==> src/rtl/kwd_pkg.sv <==
package kwd_pkg;
  localparam int DATA_W = 16;
  localparam int KEY_W = 8;
  localparam logic [KEY_W-1:0] WR_KEY = 8'h5A;
  localparam logic [KEY_W-1:0] RD_KEY = 8'h69;
  localparam int N_TAPS = 4;
  localparam int SEL_W = $clog2(N_TAPS);

  // tick count per period is 2**tapBits(code)
  function automatic int tapBits(input int code);
    case (code)
      0: return 15;
      1: return 13;
      2: return 9;
      default: return 6;
    endcase
  endfunction

  localparam int CNT_W = tapBits(0);

  typedef struct packed {
    logic hold;
    logic edgeFall;
    logic pinNmi;
    logic intervalMode;
    logic clkAux;
    logic [SEL_W-1:0] tapSel;
  } cfg_t;

  typedef struct packed {
    logic cntClr;
    logic keyBad;
  } strobe_t;
endpackage

==> src/rtl/kwd_ctrl.sv <==
module kwd_ctrl
  import kwd_pkg::*;
(
  input  logic              clk,
  input  logic              rstN,
  input  logic              wrEn,
  input  logic [DATA_W-1:0] wrData,
  output cfg_t              cfg,
  output strobe_t           stb,
  output logic [DATA_W-1:0] rdData
);
  logic keyOk;

  assign keyOk = wrEn && (wrData[DATA_W-1 -: KEY_W] == WR_KEY);

  always_ff @(posedge clk or negedge rstN) begin
    if (!rstN) cfg <= '0;
    else if (keyOk) cfg <= {wrData[7:4], wrData[2:0]};
  end

  always_comb begin
    stb.cntClr = keyOk && wrData[3];
    stb.keyBad = wrEn && !keyOk;
  end

  assign rdData = {RD_KEY, cfg.hold, cfg.edgeFall, cfg.pinNmi, cfg.intervalMode,
                   1'b0, cfg.clkAux, cfg.tapSel};
endmodule

==> src/rtl/kwd_dp.sv <==
module kwd_dp
  import kwd_pkg::*;
(
  input  logic    clk,
  input  logic    rstN,
  input  cfg_t    cfg,
  input  strobe_t stb,
  input  logic    subClkEn,
  input  logic    auxClkEn,
  input  logic    intAck,
  input  logic    flagClr,
  output logic    irqFlag,
  output logic    rstReq
);
  logic [CNT_W-1:0]  cnt;
  logic [N_TAPS-1:0] tapHit;
  logic tick, expire;

  assign tick = !cfg.hold && (cfg.clkAux ? auxClkEn : subClkEn);

  for (genvar i = 0; i < N_TAPS; i++) begin : g_tap
    localparam int TB = tapBits(i);
    assign tapHit[i] = &cnt[TB-1:0];
  end

  assign expire = tick && tapHit[cfg.tapSel] && !stb.cntClr;

  always_ff @(posedge clk or negedge rstN) begin
    if (!rstN) cnt <= '0;
    else if (stb.cntClr) cnt <= '0;
    else if (tick) cnt <= cnt + 1'b1;
  end

  always_ff @(posedge clk or negedge rstN) begin
    if (!rstN) irqFlag <= 1'b0;
    else if (expire) irqFlag <= 1'b1;
    else if (flagClr || (intAck && cfg.intervalMode)) irqFlag <= 1'b0;
  end

  always_ff @(posedge clk or negedge rstN) begin
    if (!rstN) rstReq <= 1'b0;
    else rstReq <= stb.keyBad || (expire && !cfg.intervalMode);
  end
endmodule

==> src/rtl/kwd_top.sv <==
module kwd_top
  import kwd_pkg::*;
(
  input  logic              clk,
  input  logic              rstN,
  input  logic              wrEn,
  input  logic [DATA_W-1:0] wrData,
  output logic [DATA_W-1:0] rdData,
  input  logic              subClkEn,
  input  logic              auxClkEn,
  input  logic              intEnable,
  input  logic              intAck,
  input  logic              flagClr,
  output logic              rstReq,
  output logic              irqReq,
  output logic              irqFlag,
  output logic              pinNmiSel,
  output logic              pinEdgeFall
);
  cfg_t    cfg;
  strobe_t stb;

  kwd_ctrl u_ctrl (
    .clk(clk), .rstN(rstN), .wrEn(wrEn), .wrData(wrData),
    .cfg(cfg), .stb(stb), .rdData(rdData)
  );

  kwd_dp u_dp (
    .clk(clk), .rstN(rstN), .cfg(cfg), .stb(stb),
    .subClkEn(subClkEn), .auxClkEn(auxClkEn), .intAck(intAck), .flagClr(flagClr),
    .irqFlag(irqFlag), .rstReq(rstReq)
  );

  assign irqReq      = irqFlag && intEnable && cfg.intervalMode;
  assign pinNmiSel   = cfg.pinNmi;
  assign pinEdgeFall = cfg.edgeFall;
endmodule

==> config.mk <==
export PLATFORM = sky130hd
export DESIGN_NAME = kwd_top
export DESIGN_NICKNAME = d
export VERILOG_FILES = /design/src/rtl/kwd_pkg.sv /design/src/rtl/kwd_ctrl.sv /design/src/rtl/kwd_dp.sv /design/src/rtl/kwd_top.sv
export SDC_FILE = /design/constraint.sdc
export NUM_CORES = 1
export LEC_CHECK = 0
export BUFFER_PORTS_ARGS = -buffer_cell sky130_fd_sc_hd__clkbuf_2
export CAP_MARGIN = 20
export CORE_ASPECT_RATIO = 1.4
export CORE_MARGIN = 3
export CORE_UTILIZATION = 45
export CTS_CLUSTER_DIAMETER = 120
export DETAILED_ROUTE_END_ITERATION = 12
export HOLD_SLACK_MARGIN = 0.08
export PLACE_DENSITY = 0.75
export SYNTH_ARGS = -nofsm -noshare
export SYNTH_HDL_FRONTEND = slang
export SYNTH_HIERARCHICAL = 1
export SYNTH_SLANG_ARGS = --single-unit
==> constraint.sdc <==
create_clock -name clk -period 1.7 [get_ports clk]
set_clock_uncertainty 0.1 [all_clocks]
set_input_delay 0.34 -clock clk [delete_from_list [all_inputs] [get_ports clk]]
set_output_delay 0.34 -clock clk [all_outputs]
set_load 0.02 [all_outputs]
# Yosys cells after proc, flatten, opt, wreduce, memory -nomap -nowiden
# Index checks and enable logic that the tools add are counted.
# totals
register_bits	24
latch_bits	0
ramBits	0
mem_bits_ro	0
input_bits	24
out_inout_bits	21
elab_cells	41
n_memories	0
# classes
addsub	1
n_mul	0
n_div	0
order_cmp	1
n_eq_ne	1
shift	0
n_mux	7
n_bitwise	0
reduce_logical	22
# ops
cell	count
$mux W15	2
$add A15 B1 Y15 const B	1
$reduce_and A15 Y1	1
$reduce_and A13 Y1	1
$logic_and A1 B1 Y1	10
$reduce_and A9 Y1	1
$eq A8 B7 Y1 const B	1
$reduce_and A6 Y1	1
$logic_not A1 Y1	4
$mux W1	4
$reduce_bool A2 Y1	2
$lt A2 B3 Y1 const B	1
$bmux W1 S2	1
$logic_or A1 B1 Y1	2

# Longest topological paths before layout
# Gate-level depths: netlist of the first run.
# logic_depth
ltp_word	7
ltp_mapped	8
mapped_depth_nobuf	8

# By module
# Netlist of the first run, hierarchy kept.
# modules_own_cells
module	n_inst	cells_per_inst	area_per_inst_um2	seq_area_each_um2
kwd_dp	1	96	947.2	425.4
kwd_ctrl	1	38	439.2	175.2
kwd_top	1	1	6.3	0.0

# Worst setup path before layout of the first run
# Ideal clock, no wire load.
# synth_timing
path_type	input to register
start	input port wrData[13]
end	register u_dp.rstReq
setup_time_ns	0.124
t_arrival_ns	1.562
t_required_ns	1.476
setup_slack_ns	-0.085
cell_stages	7
n_path_buf	1
path_cell_list	and4bb_2 nand3_4 nor2_1 clkbuf_1 nor3_1 a32oi_1 o21bai_1
# synth_rtl
item	line_no	rtl
from (decl)	kwd_top.sv:7	input logic [DATA_W-1:0] wrData,
to (signal assigned)	kwd_dp.sv:42	else rstReq <= stb.keyBad || (expire && !cfg.intervalMode);
to (decl)	kwd_dp.sv:13	output logic rstReq

# Worst setup path after layout of the first run
# layout_timing
start	register u_dp.cnt[1]
end	register u_dp.cnt[12]
# layout_between
elab_chain_cells	3
# layout_lines
item	line_no	rtl
from (decl)	kwd_dp.sv:15	logic [CNT_W-1:0] cnt;
from (signal assigned)	kwd_dp.sv:31	else if (tick) cnt <= cnt + 1'b1;
$add A15 B1 Y15	kwd_dp.sv:31	
$mux W15	kwd_dp.sv:31	
$mux W15	kwd_dp.sv:30	else if (stb.cntClr) cnt <= '0;
# No other way between the ends. The select of a mux whose other input is x is not followed.
# A chain may end at the register's enable or synchronous reset.

==> impl_metrics.json, run 1 <==
{
  "crit_path_cell_trace": "ha_2 -> nand4b_1 -> nor4_4 -> nand3_1 -> mux2_4",
  "setup-violations-final": 2,
  "min_period_ps": 1740,
  "status": "finished, violations left",
  "r2r-start": "u_dp/cnt[1]",
  "netlist_area_um2": 1390,
  "ys_seq_area_share_pct": 43.1,
  "async_reset_ff_share_pct": 100,
  "numCtsBuffers": 3,
  "synth_edf_count": 0,
  "cts_tree": "done",
  "die_area_um2": 3810,
  "grt_pass1_vias": 1176,
  "p_total_mw": 1.89,
  "crit_required_ps": 1770,
  "port_buffers": 35,
  "worstMarginPinSlew_ps": 598,
  "pre_cts_ws_ps": -87.2,
  "clockBufferDepth": 2,
  "wire_per_inst_um": 14.4,
  "min_path_type": "in2reg",
  "synth_most_common_cell": "dfrtp_1",
  "area.growth.synth_to_final_pct": 27.9,
  "hold_viol": 0,
  "place_area_um2": 1640,
  "fill_cells": 240,
  "fmax_mhz": 573,
  "clk_pin_slew_ps": 90,
  "synth_top_area_share_pct": 43.1,
  "clock-sinks": 24,
  "h-tree-depth": 1,
  "start_kind": "flop",
  "r2r_cells": 5,
  "fin_area_um2": 1780,
  "slowest_stage": "dfrtp_1",
  "hold_slack_ps": 189,
  "num_io_pins": 45,
  "gr-usage-all-layers_pct": 17.6,
  "root_buffer": "clkbuf_8",
  "multi_input_area_um2": 732,
  "dp_hpwl_mm": 2.31,
  "drive_above_1_share_pct": 44.8,
  "grt-ovfl-total": 0,
  "fin_tns_setup_ps": -73.2,
  "hold_end": "u_ctrl/cfg[5]",
  "syn_inst": 135,
  "grt_start_max_net_pins": 25,
  "drt_iter0_drc": 28,
  "arrival_ps": 1810,
  "seq_area_um2": 601,
  "yosys-top-cells-area": "dfrtp_1 (43%), buf_4 (8.6%), xnor2_1 (6.3%)",
  "routed_via_density": 5.14,
  "maxSlewViolCount": 0,
  "synth_area_per_cell_um2": 10.3,
  "die_w_um": 53.0,
  "core_area_um2": 2910,
  "total_leakage_power_nw": 0.865,
  "rsz0062_at_grt": "true",
  "synthTopCellsByCount": "dfrtp_1 (24), nor2_1 (18), buf_4 (16)",
  "chipHeight_um": 71.8,
  "drt-pass1-iter-count": 4,
  "regToRegSetupSlack_ps": -40,
  "crit_type": "reg2reg",
  "fin_nets": 208,
  "slew_headroom_pct": 60.2,
  "vias": 1121,
  "yosysWarnings": 6,
  "crit_path_end_kind": "flop",
  "violations": "negative setup slack",
  "setup_slack_ps": -44.4,
  "cpPeakStageDelay_ps": 410,
  "hold_depth": 2,
  "crit_fanout": 3,
  "wl_mm": 3.14,
  "reg2reg_to": "u_dp/cnt[12]",
  "max-vdd-ir-drop_v": 0.000899,
  "fp-row-count": 23,
  "p_per_area_nw_per_um2": 1060,
  "synth_cell_types": 34,
  "synth-seq-cells": 24,
  "timing.final.crit_share_pct": 103,
  "gp_congestion": 0.787,
  "antenna_cells": 0,
  "maxCapViolCount": 0,
  "postRouteAntennaNets": 0,
  "initial_utilization_pct": 47.9,
  "grt_pass1_wl_mm": 4.96,
  "clock_latency_ps": 280,
  "hp-start": "wrData[6]",
  "antenna_found_initial": 0,
  "drc": 0,
  "yosys.area.top_type": "dfrtp_1",
  "synthFlopType": "dfrtp_1"
}
placed cells by master, fill, tap and decap left out, types with 3 or more instances in the layout:
master | Yosys | routed
a21oi_1 | 3 | 3
and3_1 | 3 | 3
buf_4 | 16 | 18
clkbuf_2 | 0 | 35
clkbuf_8 | 0 | 3
conb_1 | 2 | 9
dfrtp_1 | 24 | 24
inv_1 | 3 | 3
mux2_2 | 7 | 7
nand2_1 | 7 | 7
nand3_1 | 5 | 4
nor2_1 | 18 | 18
nor2b_1 | 3 | 3
xnor2_1 | 10 | 10
per-layer routing:
layer  track usage [%]  vias to the layer above  part of all wire (%)  wire, um
li1                  -                      529                     -         -
met1              17.8                      552                    36      1120
met2              33.3                       35                    58      1830
met3              2.70                        5                   4.5       142
met4              8.81                        0                   1.5        48
met5                 0                        -                     0         0
stage by stage:
step,cells,utilization [%]
after floorplan,142,-
after global placement,212,56.3
after detailed placement,212,56.3
after CTS,217,59.2
after global routing,218,61.3
final,218,61.3
kinds of logic after synthesis:
group	after synthesis	synth area share, %
simple gates	55	24.3
flops	24	43.1
buf+inv	22	10.3
mux	11	9.61
xor+xnor	10	6.29
compound gates	9	3.95
fa+ha+maj	2	1.80
other cells	2	0.539
worst max-delay path, delay by kind of cell (launching register included):
kind | cells | cell delay, ps
mux | 1 | 310
fa+ha+maj | 1 | 220
flops | 1 | 410
simple gates | 3 | 600
flip-flops by register name, indices dropped and copies added, names as in the netlist:
register      flops
u_dp/irqFlag      1
u_dp/rstReq       1
u_dp/cnt         15
u_ctrl/cfg        7
worst max-delay path by stage:
stage / startpoint / endpoint / slack, ps
6_report: u_dp/cnt[1] / u_dp/cnt[12] / -40
3_3_place_gp: wrData[13] / u_dp/cnt[13] / -30
5_1_grt: u_dp/cnt[1] / u_dp/cnt[12] / -80
2_1_floorplan: wrData[13] / u_dp/cnt[0] / 20
4_1_cts: u_dp/cnt[1] / u_dp/cnt[12] / -2
3_5_place_dp: wrData[13] / u_dp/cnt[13] / -90
power by group:
| group | total, mW | internal, mW | switching [mW] | leakage (nW) |
|---|---|---|---|---|
| Clock | 0.515 | 0.316 | 0.199 | 0.0357 |
| Sequential | 0.816 | 0.684 | 0.132 | 0.308 |
| Combinational | 0.559 | 0.276 | 0.283 | 0.521 |
cell type report:
| class | instances | area share, % |
|---|---|---|
| Clock buffer | 3 | 2.32 |
| Clock inverter | 1 | 1.69 |
| Tap cell | 37 | 2.60 |
| Multi-Input combinational cell | 96 | 41.1 |
| Sequential cell | 24 | 33.7 |
| Inverter | 3 | 0.632 |
| Timing Repair Buffer | 54 | 18.0 |
timing repair:
| item | 4_1_cts | 5_1_grt |
|---|---|---|
| setup endpoints to repair | 2 | 5 |
| buffers inserted | 0 | 1 |
| cloned | 0 | 0 |
| pin swaps | 2 | 2 |
| endpoints found under the hold margin | 24 | 0 |
| resized for setup | 1 | 9 |
| hold buffers | 1 | 0 |
No activity file was read; power rests on OpenSTA's default activity.
==> run 2: changes to the inputs <==
==> constraint.sdc (replaced) <==
create_clock -name clk -period 1.7 [get_ports clk]
set_clock_uncertainty 0.1 [all_clocks]
set_input_delay 0.085 -clock clk [delete_from_list [all_inputs] [get_ports clk]]
set_output_delay 0.085 -clock clk [all_outputs]
set_load 0.02 [all_outputs]
==> impl_metrics.json, run 2 (synthesis gave the netlist of run 1 again) <==
{
  "status": "finished, violations left",
  "violations": "negative setup slack",
  "gr-usage-all-layers_pct": 20.2,
  "worstSetupEndpoint": "u_dp/cnt[9]",
  "die_w_um": 53.0,
  "crit_type": "reg2reg",
  "maxCapViolCount": 0,
  "setup-violations-final": 2,
  "min_path_type": "in2reg",
  "arrival_ps": 1790,
  "r2r-start": "u_dp/cnt[1]",
  "fin_area_um2": 1910,
  "fill_cells": 202,
  "setup_slack_ps": -24.5,
  "fmax_mhz": 580,
  "cts_tree": "done",
  "largest-register": "u_dp/cnt",
  "fin_nets": 223,
  "clock-sinks": 24,
  "core_area_um2": 2910,
  "antenna_cells": 0,
  "clock_latency_ps": 270,
  "antenna_found_initial": 0,
  "reg2reg_to": "u_dp/cnt[9]",
  "grt_pass1_vias": 1244,
  "wl_mm": 3.60,
  "fp-row-count": 23,
  "crit_path_end_kind": "flop",
  "layout_common_cells": "clkbuf_2 (35), dfrtp_1 (23), buf_4 (22)",
  "total_leakage_power_nw": 0.920,
  "clk_pin_slew_ps": 90,
  "startpoint": "u_dp/cnt[1]",
  "chipHeight_um": 71.8,
  "wire_per_inst_um": 15.4,
  "p_per_area_nw_per_um2": 991,
  "h-tree-depth": 1,
  "crit_top_cell": "buf_4",
  "timing.final.crit_share_pct": 101,
  "post-place-cells": 208,
  "crit_fanout": 4,
  "numCtsBuffers": 3,
  "r2r_cells": 7,
  "max-vdd-ir-drop_v": 0.000885,
  "drt_iter0_drc": 24,
  "hp-start": "wrEn",
  "vias": 1250,
  "min_period_ps": 1720,
  "gp_congestion": 0.822,
  "initial_utilization_pct": 47.9,
  "area.growth.synth_to_final_pct": 37.4,
  "grt_start_max_net_pins": 25,
  "hold_depth": 3,
  "root_buffer": "clkbuf_8",
  "num_io_pins": 45,
  "final_common_cell": "clkbuf_2",
  "drc": 0,
  "drt-pass1-iter-count": 4,
  "regToRegSetupSlack_ps": -20,
  "cpPeakStageDelay_ps": 370,
  "dp_hpwl_mm": 2.21,
  "port_buffers": 35,
  "maxSlewViolCount": 0,
  "start_kind": "flop",
  "largest_reg_flops": 15,
  "clockBufferDepth": 2,
  "grt-ovfl-total": 0,
  "crit_required_ps": 1770,
  "grt_pass1_wl_mm": 5.67,
  "crit_path_cell_trace": "buf_4 -> buf_4 -> nand4b_1 -> buf_4 -> nor4_1 -> xnor2_1 -> nor2_1",
  "finish.utilization_pct": 65.8,
  "routed_via_density": 5.36,
  "instances_no_fill": 233,
  "place_area_um2": 1610,
  "slew_headroom_pct": 61.0,
  "postRouteAntennaNets": 0,
  "slowest_stage": "dfrtp_1",
  "die_area_um2": 3810,
  "drive_above_1_share_pct": 45.4,
  "hold_viol": 0,
  "worstMarginPinSlew_ps": 585,
  "rsz0062_at_grt": "true",
  "largestRegisters": "u_dp/cnt x15, u_ctrl/cfg x7"
}
-- run 2: changes by cell type in the layout (fill, tap and decap cells not counted), moves of 2 or more --
cell           before  now
buf_4              18   22
buf_6               0    2
dlygate4sd3_1       1   10
nor3_2              2    0
-- run 2: what timing repair did --
item,4_1_cts,5_1_grt
gates cloned,0,0
resized for setup,1,15
endpoints found under the hold margin,32,0
hold buffers,10,0
endpoints found under the setup margin,1,7
buffers inserted,5,6
pin swaps,3,9
-- run 2: layout make-up --
cell class,instances,area (um^2),share of cell area [%]
Clock buffer,4,55.1,2.88
Inverter,3,11.3,0.589
Multi-Input combinational cell,96,736,38.5
Sequential cell,24,602,31.5
Tap cell,37,46.3,2.42
Timing Repair Buffer,69,463,24.2
-- run 2: where the power goes --
| group | leakage [nW] | switching, mW | internal [mW] |
|---|---|---|---|
| sequential | 0.307 | 0.150 | 0.686 |
| clock | 0.0288 | 0.186 | 0.207 |
| combinational | 0.584 | 0.321 | 0.347 |
| total | 0.920 | 0.656 | 1.24 |
-- run 2: routing by layer --
metal  share of wire (%)  track usage, %  vias to the layer above
met4                 2.7            8.81                        0
met5                   0               0                        -
met3                 5.7            4.37                       10
met2                  57            36.2                       59
met1                  35            22.1                      621
li1                    -               -                      560
-- run 2: worst max-delay path: cells and delay by family, from the launching register on --
| family | cells | cell delay, ps |
|---|---|---|
| xor+xnor | 1 | 180 |
| buf+inv | 3 | 420 |
| simple gates | 3 | 560 |
| flops | 1 | 370 |
-- run 2: worst min-delay path by stage --
stage,slack (ps),endpoint
after floorplan,-310,u_ctrl/cfg[0]
after global placement,5,u_ctrl/cfg[2]
after detailed placement,20,u_ctrl/cfg[6]
after CTS,130,u_dp/rstReq
after global routing,160,u_dp/rstReq
final,150,u_dp/rstReq
-- run 2: through the flow --
step / TNS (ps) / setup WS (ps) / total power, mW / hold slack, ps
global placement: 0 / 69.9 / 1.27 / 5.46
detailed placement: 0 / 0.0440 / 1.29 / 21.3
CTS: -23.0 / -11.5 / 1.75 / 125
global route: -300 / -106 / 2.00 / 162
floorplan: 0 / 125 / 1.13 / -311
finish: -26.7 / -24.5 / 1.90 / 145
==> run 3: changes to the inputs <==
CORE_UTILIZATION = 46   (was 45)
CTS_BUF_LIST = sky130_fd_sc_hd__clkbuf_4   (was not set)
PLACE_DENSITY = 0.76   (was 0.75)
==> impl_metrics.json, run 3 (synthesis gave the netlist of run 1 again) <==
{
  "use_met2_pct": 38.1,
  "chipHeight_um": 71.1,
  "antenna_cells": 0,
  "die_w_um": 52.5,
  "place_area_um2": 1620,
  "crit_fanout": 3,
  "core_area_um2": 2880,
  "clock-sinks": 24,
  "timing.final.crit_share_pct": 98.5,
  "gp_congestion": 0.823,
  "maxSlewViolCount": 0,
  "crit_path_end_kind": "flop",
  "use_met3_pct": 4.00,
  "p_per_area_nw_per_um2": 906,
  "grt-ovfl-total": 0,
  "largest-register": "u_dp/cnt",
  "final_common_cell": "clkbuf_2",
  "wire_per_inst_um": 15.7,
  "status": "completed",
  "start_kind": "flop",
  "largestRegisters": "u_dp/cnt x15, u_ctrl/cfg x7",
  "grt_pass1_wl_mm": 5.66,
  "numCtsBuffers": 3,
  "post-place-cells": 210,
  "area.growth.synth_to_final_pct": 33.3,
  "drive_above_1_share_pct": 43.8,
  "maxCapViolCount": 0,
  "fin_area_um2": 1860,
  "instances_no_fill": 231,
  "gr-usage-all-layers_pct": 20.3,
  "setup-violations-final": 0,
  "clockBufferDepth": 2,
  "crit_required_ps": 1830,
  "initial_utilization_pct": 48.4,
  "antenna_found_initial": 0,
  "crit_type": "reg2reg",
  "die_area_um2": 3730,
  "grt_use_met1_pct": 20.1,
  "min_path_type": "in2reg",
  "drc": 0,
  "drt-pass1-iter-count": 5,
  "min_period_ps": 1670,
  "port_buffers": 35,
  "postRouteAntennaNets": 0,
  "hold_viol": 0,
  "clk_pin_slew_ps": 130,
  "root_buffer": "clkbuf_4",
  "clock_latency_ps": 330,
  "cts_tree": "done",
  "busiest_layer": "met2",
  "worstMarginPinSlew_ps": 597,
  "fmax_mhz": 597,
  "largest_reg_flops": 15,
  "grt_pass1_vias": 1293,
  "dp_hpwl_mm": 2.37,
  "fp-row-count": 23,
  "setup_slack_ps": 25.4,
  "grt_start_max_net_pins": 25,
  "slew_headroom_pct": 60.2,
  "pre_cts_ws_ps": 18.2,
  "num_io_pins": 45,
  "fin_nets": 222,
  "arrival_ps": 1810,
  "total_leakage_power_nw": 0.898,
  "max-vdd-ir-drop_v": 0.000850,
  "wl_mm": 3.62,
  "h-tree-depth": 1,
  "drt_iter0_drc": 24,
  "vias": 1222,
  "hold_slack_ps": 137,
  "routed_via_density": 5.29,
  "layout_common_cells": "clkbuf_2 (35), dfrtp_1 (22), buf_4 (21)",
  "p_total_mw": 1.68,
  "rsz0062_at_grt": "true"
}
-- run 3: timing repair --
item,4_1_cts,5_1_grt
endpoints found under the setup margin,0,10
setup buffers,0,7
resized for setup,0,11
endpoints found under the hold margin,33,0
hold buffers,11,0
-- run 3: per-layer routing --
metal / wire length [um] / vias to the layer above
met5: 0 / -
met4: 142 / 0
met3: 184 / 13
met2: 2090 / 59
met1: 1210 / 593
li1: - / 557
-- run 3: final cells by class --
type | instances | area [um^2]
Inverter | 3 | 11.3
Clock buffer | 3 | 22.5
Timing Repair Buffer | 68 | 454
Sequential cell | 24 | 603
Multi-Input combinational cell | 96 | 719
Fill cell | 222 | 1020
Tap cell | 37 | 46.3
-- run 3: final timing paths --
kind / from / to / slack (ps) / cells after the start
max in group asynchronous: rstN / u_dp/cnt[6] / 900 / 2
setup / recovery: u_dp/cnt[0] / u_dp/cnt[12] / 30 / 5
hold / removal: wrData[3] / u_dp/cnt[11] / 140 / 5
hold reg to reg: u_ctrl/cfg[3] / u_dp/rstReq / 460 / 1
setup reg to reg: u_dp/cnt[0] / u_dp/cnt[12] / 30 / 5
min in group asynchronous: rstN / u_ctrl/cfg[1] / 170 / 2
-- run 3: power breakdown --
group | internal, mW | switching [mW] | leakage (nW)
clock | 0.0834 | 0.177 | 0.0138
combinational | 0.305 | 0.306 | 0.579
sequential | 0.686 | 0.124 | 0.305
total | 1.08 | 0.607 | 0.898
-- run 3: through the flow --
step / utilization, % / setup TNS (ps)
2_1_floorplan: - / 0
3_3_place_gp: 56.3 / 0
3_5_place_dp: 56.3 / 0
4_1_cts: 60.9 / 0
5_1_grt: 64.5 / -201
6_report: 64.5 / 0
-- run 3: worst max-delay path, stage by stage, from the launching register on --
cell      delay, ps
dfrtp_1         400
ha_2            210
nand4b_1        180
nor4_4          240
nand3_1         140
mux2_4          310
